[src/rtl/jsg_pkg.sv]
package jsg_pkg;

    typedef enum logic [2:0] {
        ST_IDLE,
        ST_XMIT,
        ST_SQE_WAIT,
        ST_SQE_PULSE,
        ST_JABBER,
        ST_UNJAB
    } jsg_state_e;

    function automatic int max2(input int a, input int b);
        return (a > b) ? a : b;
    endfunction

endpackage

[src/rtl/jsg_sync.sv]
module jsg_sync #(
    parameter int STAGES = 2
) (
    input  logic clk,
    input  logic rst_n,
    input  logic d,
    output logic q
);
    logic [STAGES-1:0] pipe;

    always_ff @(posedge clk or negedge rst_n) begin
        if (!rst_n) begin
            pipe <= '0;
        end else begin
            pipe <= {pipe[STAGES-2:0], d};
        end
    end

    assign q = pipe[STAGES-1];
endmodule

[src/rtl/jsg_counter.sv]
module jsg_counter #(
    parameter int CW = 8
) (
    input  logic          clk,
    input  logic          rst_n,
    input  logic          clr,
    output logic [CW-1:0] cnt
);
    always_ff @(posedge clk or negedge rst_n) begin
        if (!rst_n) begin
            cnt <= '0;
        end else if (clr) begin
            cnt <= '0;
        end else if (cnt != '1) begin
            cnt <= cnt + 1'b1;
        end
    end
endmodule

[src/rtl/jsg_fsm.sv]
module jsg_fsm
    import jsg_pkg::*;
#(
    parameter int JAB_LIMIT    = 1_000_000,
    parameter int UNJAB_CYCLES = 8_300_000,
    parameter int SQE_DELAY    = 13,
    parameter int SQE_WIDTH    = 16,
    parameter int CW           = 24
) (
    input  logic          clk,
    input  logic          rst_n,
    input  logic          tx_act,
    input  logic          fdx,
    input  logic          lf,
    input  logic [CW-1:0] cnt,
    output logic          state_chg,
    output logic          inhibit,
    output logic          col_i,
    output logic          crs_i
);
    localparam logic [CW-1:0] JAB_LAST = CW'(JAB_LIMIT - 1);
    localparam logic [CW-1:0] UNJ_LAST = CW'(UNJAB_CYCLES - 1);
    localparam logic [CW-1:0] DLY_LAST = CW'(SQE_DELAY - 1);
    localparam logic [CW-1:0] WID_LAST = CW'(SQE_WIDTH - 1);

    jsg_state_e state, state_n;
    logic       sqe_block;

    assign sqe_block = fdx | lf;

    always_ff @(posedge clk or negedge rst_n) begin
        if (!rst_n) begin
            state <= ST_IDLE;
        end else begin
            state <= state_n;
        end
    end

    always_comb begin
        state_n = state;
        unique case (state)
            ST_IDLE: begin
                if (tx_act) state_n = ST_XMIT;
            end
            ST_XMIT: begin
                if (!tx_act)                state_n = sqe_block ? ST_IDLE : ST_SQE_WAIT;
                else if (cnt == JAB_LAST)   state_n = ST_JABBER;
            end
            ST_SQE_WAIT: begin
                if (tx_act)                 state_n = ST_XMIT;
                else if (sqe_block)         state_n = ST_IDLE;
                else if (cnt == DLY_LAST)   state_n = ST_SQE_PULSE;
            end
            ST_SQE_PULSE: begin
                if (tx_act)                 state_n = ST_XMIT;
                else if (sqe_block)         state_n = ST_IDLE;
                else if (cnt == WID_LAST)   state_n = ST_IDLE;
            end
            ST_JABBER: begin
                if (!tx_act) state_n = ST_UNJAB;
            end
            ST_UNJAB: begin
                if (tx_act)                 state_n = ST_JABBER;
                else if (cnt == UNJ_LAST)   state_n = ST_IDLE;
            end
            default: state_n = ST_IDLE;
        endcase
    end

    assign state_chg = (state_n != state);

    always_comb begin
        inhibit = 1'b0;
        col_i   = 1'b0;
        crs_i   = 1'b0;
        unique case (state)
            ST_JABBER, ST_UNJAB: begin
                inhibit = 1'b1;
                crs_i   = 1'b1;
                col_i   = !fdx;
            end
            ST_SQE_PULSE: begin
                col_i = !fdx;
            end
            default: begin
                inhibit = 1'b0;
            end
        endcase
    end
endmodule

[src/rtl/jabber_sqe_guard.sv]
module jabber_sqe_guard
    import jsg_pkg::*;
#(
    parameter int JAB_LIMIT    = 1_000_000,
    parameter int UNJAB_CYCLES = 8_300_000,
    parameter int SQE_DELAY    = 13,
    parameter int SQE_WIDTH    = 16,
    parameter int SYNC_STAGES  = 2
) (
    input  logic clk,
    input  logic rst_n,
    input  logic tx_en_raw,
    input  logic ctl_sel,
    input  logic fdx_active,
    input  logic link_fail,
    output logic tx_block,
    output logic col_out,
    output logic crs_force
);
    localparam int MAXL = max2(max2(JAB_LIMIT, UNJAB_CYCLES), max2(SQE_DELAY, SQE_WIDTH));
    localparam int CW   = $clog2(MAXL + 1) + 1;

    logic          tx_norm;
    logic          tx_act;
    logic          state_chg;
    logic [CW-1:0] cnt;
    logic          col_i;
    logic          crs_i;

    assign tx_norm = tx_en_raw ^ ctl_sel;

    jsg_sync #(.STAGES(SYNC_STAGES)) u_sync (
        .clk   (clk),
        .rst_n (rst_n),
        .d     (tx_norm),
        .q     (tx_act)
    );

    jsg_counter #(.CW(CW)) u_cnt (
        .clk   (clk),
        .rst_n (rst_n),
        .clr   (state_chg),
        .cnt   (cnt)
    );

    jsg_fsm #(
        .JAB_LIMIT    (JAB_LIMIT),
        .UNJAB_CYCLES (UNJAB_CYCLES),
        .SQE_DELAY    (SQE_DELAY),
        .SQE_WIDTH    (SQE_WIDTH),
        .CW           (CW)
    ) u_fsm (
        .clk       (clk),
        .rst_n     (rst_n),
        .tx_act    (tx_act),
        .fdx       (fdx_active),
        .lf        (link_fail),
        .cnt       (cnt),
        .state_chg (state_chg),
        .inhibit   (tx_block),
        .col_i     (col_i),
        .crs_i     (crs_i)
    );

    assign col_out   = col_i ^ ctl_sel;
    assign crs_force = crs_i ^ ctl_sel;
endmodule

[config.mk]
export PLATFORM = sky130hd
export DESIGN_NAME = jabber_sqe_guard
export DESIGN_NICKNAME = d
export VERILOG_FILES = /design/src/rtl/jsg_pkg.sv /design/src/rtl/jsg_sync.sv /design/src/rtl/jsg_counter.sv /design/src/rtl/jsg_fsm.sv /design/src/rtl/jabber_sqe_guard.sv
export SDC_FILE = /design/constraint.sdc
export NUM_CORES = 1
export LEC_CHECK = 0
export BUFFER_PORTS_ARGS = -buffer_cell sky130_fd_sc_hd__buf_4
export CAP_MARGIN = 20
export CELL_PAD_IN_SITES_DETAIL_PLACEMENT = 0
export CELL_PAD_IN_SITES_GLOBAL_PLACEMENT = 1
export CORE_UTILIZATION = 45
export DETAILED_ROUTE_END_ITERATION = 8
export PLACE_DENSITY_LB_ADDON = 0.1
export SYNTH_ARGS = -nofsm -noshare
export SYNTH_HDL_FRONTEND = slang
export SYNTH_SLANG_ARGS = --single-unit
[constraint.sdc]
create_clock -name clk -period 3.6 [get_ports clk]
set_input_delay 0 -clock clk [delete_from_list [all_inputs] [get_ports clk]]
set_output_delay 0 -clock clk [all_outputs]
set_load 0.1 [all_outputs]
==> impl_metrics.yaml <==
setup_path:
  critPathLaunchType: "flip-flop"
  cp_slowest_cell: "or4_4"
  crit_path_start: "u_cnt.cnt[5]$_DFFE_PN0P_"
  r2r_start: "u_cnt.cnt[5]$_DFFE_PN0P_"
  crit_fanout: 24
  critPathKind: "reg -> reg"
  max_stage_delay_ns: 0.59
  path_cells: "or4_4, nor4_4, a211oi_1, or4_4, xor2_2, buf_4, nor3b_1"
  cp_data_required_time_ns: 3.80
  cp.arrival_ns: 2.84
  crit_path_frequent_cell: "or4_4"
  end_kind: "flip-flop"
global_route:
  first_global_vias: 1567
  antenna_found_initial: 0
  grt_pass1_wl_um: 7693
  overflow: 0
  grtUsageTotal_pct: 22.92
  grt_max_degree: 30
routing:
  routed_wl_um: 4529
  wl_per_cell_um: 15.67
  drt_pass1_iterations: 6
  route.detailed.drc: 0
  via_count: 1721
  viasPerCell: 5.955
  drt_iter0_drc: 110
  ant_nets: 0
cells_and_area:
  fin_util_pct: 51.96
  syn_to_final_growth_pct: 8.922
  fin_area_mm2: 0.002123
  fin_cells: 289
  nFillCells: 390
  final_net_count: 246
  drive_gt1_share_pct: 10.04
  antenna_cells: 0
power_and_ir_drop:
  pwr-share-comb_pct: 15.0
  p_leak_nw: 0.8633
  sw_frac_of_total_pct: 29.06
  internal_power_w: 0.0005153
  power_frac_seq_pct: 49.5
  p_sw_w: 0.0002111
  power_per_cell_area_mw_per_mm2: 342.1
  p_clk_share_pct: 35.5
  totalPowerFinal_w: 0.0007264
  ir_drop_v: 0.0001866
cts:
  cts_resized: 0
  tritoncts: "built"
  htreeDepth: 2
  cts_max_path_buffers: 2
  clock_sink_count: 29
  clk_latency_ns: 0.29
  postCtsHoldBufs: 3
  cts.clk_slew.worst_paths_ns: 0.06
  cts-root-buf: "clkbuf_8"
  cts_setup_buffers: 0
  cts_buffers: 5
sta:
  setup_viol: 0
  rsz0062_at_grt: "false"
  finalCriticalPeriod_ns: 2.640
  finalHoldViolCount: 0
  fmax_mhz: 378.8
  fin_skew_ns: 0.01007
  worst_pin_slew_ns: 0.7558
  tns_ns: 0
  final_max_slew_viol_count: 0
  fin_crit_sh_pct: 73.32
  maxSlewHeadroom_pct: 49.62
place:
  placed_cell_area_mm2: 0.002013
  dp_hpwl_um: 3199
  place_congestion: 0.8713
  port_buffers: 8
  placedCellCount: 278
synthesis:
  synthCells: 233
  ys_async_sr_fraction_pct: 100.0
  ys_types: 41
  synth.top_cell.area_share_pct: 37.23
  netlist_area_mm2: 0.001949
  synthFlopType: "dfrtp_1"
  syn-num-nets: 241
  synth_largest_area_cell: "dfrtp_1"
  postSynthAreaPerCell_um2: 8.366
  yosysSeqAreaShare_pct: 37.23
  yosys_warnings: 0
  synth_edf_count: 0
  yosys-top-cells-area: "dfrtp_1, nand2_1, nor2_1"
  ys_ff_latch: 29
floorplan:
  fp-row-count: 23
  start_util_pct: 47.70
  die_w_um: 67.82
  ios: 9
  core-area_mm2: 0.004086
  die-height_um: 67.82
  die-area_mm2: 0.004599
worst_hold_path:
  min_from: "link_fail"
  holdCritPathClass: "in -> reg"
run:
  max_cap_viol_count: 0
run_status:
  status: "completed"
## worst paths after layout
path	endpoint	slack, ns	depth (start not counted)
min reg2reg	u_sync.pipe[1]$_DFF_PN0_	0.35	0
min	u_fsm.state[1]$_DFF_PN0_	0.05	3
min in group asynchronous	u_cnt.cnt[16]$_DFFE_PN0P_	0.17	2
max in group asynchronous	u_cnt.cnt[6]$_DFFE_PN0P_	3.14	2
max	u_cnt.cnt[14]$_DFFE_PN0P_	0.96	7
max reg2reg	u_cnt.cnt[14]$_DFFE_PN0P_	0.96	7
## kinds of logic after synthesis
logic type,count (synthesis),synth area share [%]
compound gates,28,9.821
xor+xnor,19,8.922
fa+ha+maj,2,1.283
buf+inv,21,4.942
flops,29,37.23
mux,4,2.118
simple gates,130,35.69
## registers in the layout, summed over array words and instances (netlist names)
name and count:
u_sync.pipe 2, u_cnt.cnt 24, u_fsm.state 3
## cells in the mapped netlist, drive strengths merged, types with 4 or more instances
master and count:
xnor2 7, nor2 31, clkbuf 11, buf 4
xor2 12, inv 6, a21oi 7, o21ai 4
a211oi 5, nor3 7, dfrtp 29, nand4 11
and4 6, nor4 8, nor3b 5, nand2 30
nand3 14
## cell usage in the layout, fill, tap and decap left out, drive strengths merged, types with 7 or more instances in the layout
cell type,synthesis,layout
nor2,31,31
nand2,30,30
dfrtp,29,29
nand3,14,14
xor2,12,12
nand4,11,11
buf,4,10
nor4,8,8
clkbuf,11,8
nor3,7,7
a21oi,7,7
xnor2,7,7
## critical path, delay by kind of cell, from the launching register on
family / cells / cell delay, ns
buffers and inverters: 1 / 0.23
flip-flops: 1 / 0.42
XOR/XNOR: 1 / 0.15
AO/OA/AOI/OAI: 1 / 0.11
AND/OR/NAND/NOR: 4 / 1.64
## layout make-up
class | instances | area (um2) | area share, %
inverter | 6 | 22.52 | 1.061
sequential | 29 | 725.7 | 34.18
multi-input combinational | 183 | 1127 | 53.09
timing repair buffer | 13 | 105.1 | 4.950
tap | 50 | 62.56 | 2.946
clock buffer | 8 | 80.08 | 3.771
## power by group through the flow
stage | logic [W] | clock network (W) | registers, W
global route | 0.000123 | 0.000281 | 0.000363
floorplan | 0.0000881 | 0 | 0.000356
CTS | 0.000111 | 0.000268 | 0.000360
detailed placement | 0.000107 | 0 | 0.000365
global placement | 0.000104 | 0 | 0.000364
finish | 0.000109 | 0.000258 | 0.000360
## per-stage QoR
step	worst slack, ns	hold WS, ns
finish	0.9603	0.05269
global route	0.7716	0.04661
CTS	0.9598	0.03840
detailed placement	0.9782	-0.04774
global placement	1.009	-0.05995
floorplan	1.145	-0.2956
## layer usage
| layer | wire length, um | track usage, % |
|---|---|---|
| met1 | 2238 | 31.70 |
| met2 | 2085 | 35.27 |
| met3 | 132 | 5.000 |
| met4 | 72 | 7.813 |
| met5 | 0 | 0 |
Power figures use the tool's default switching activity.
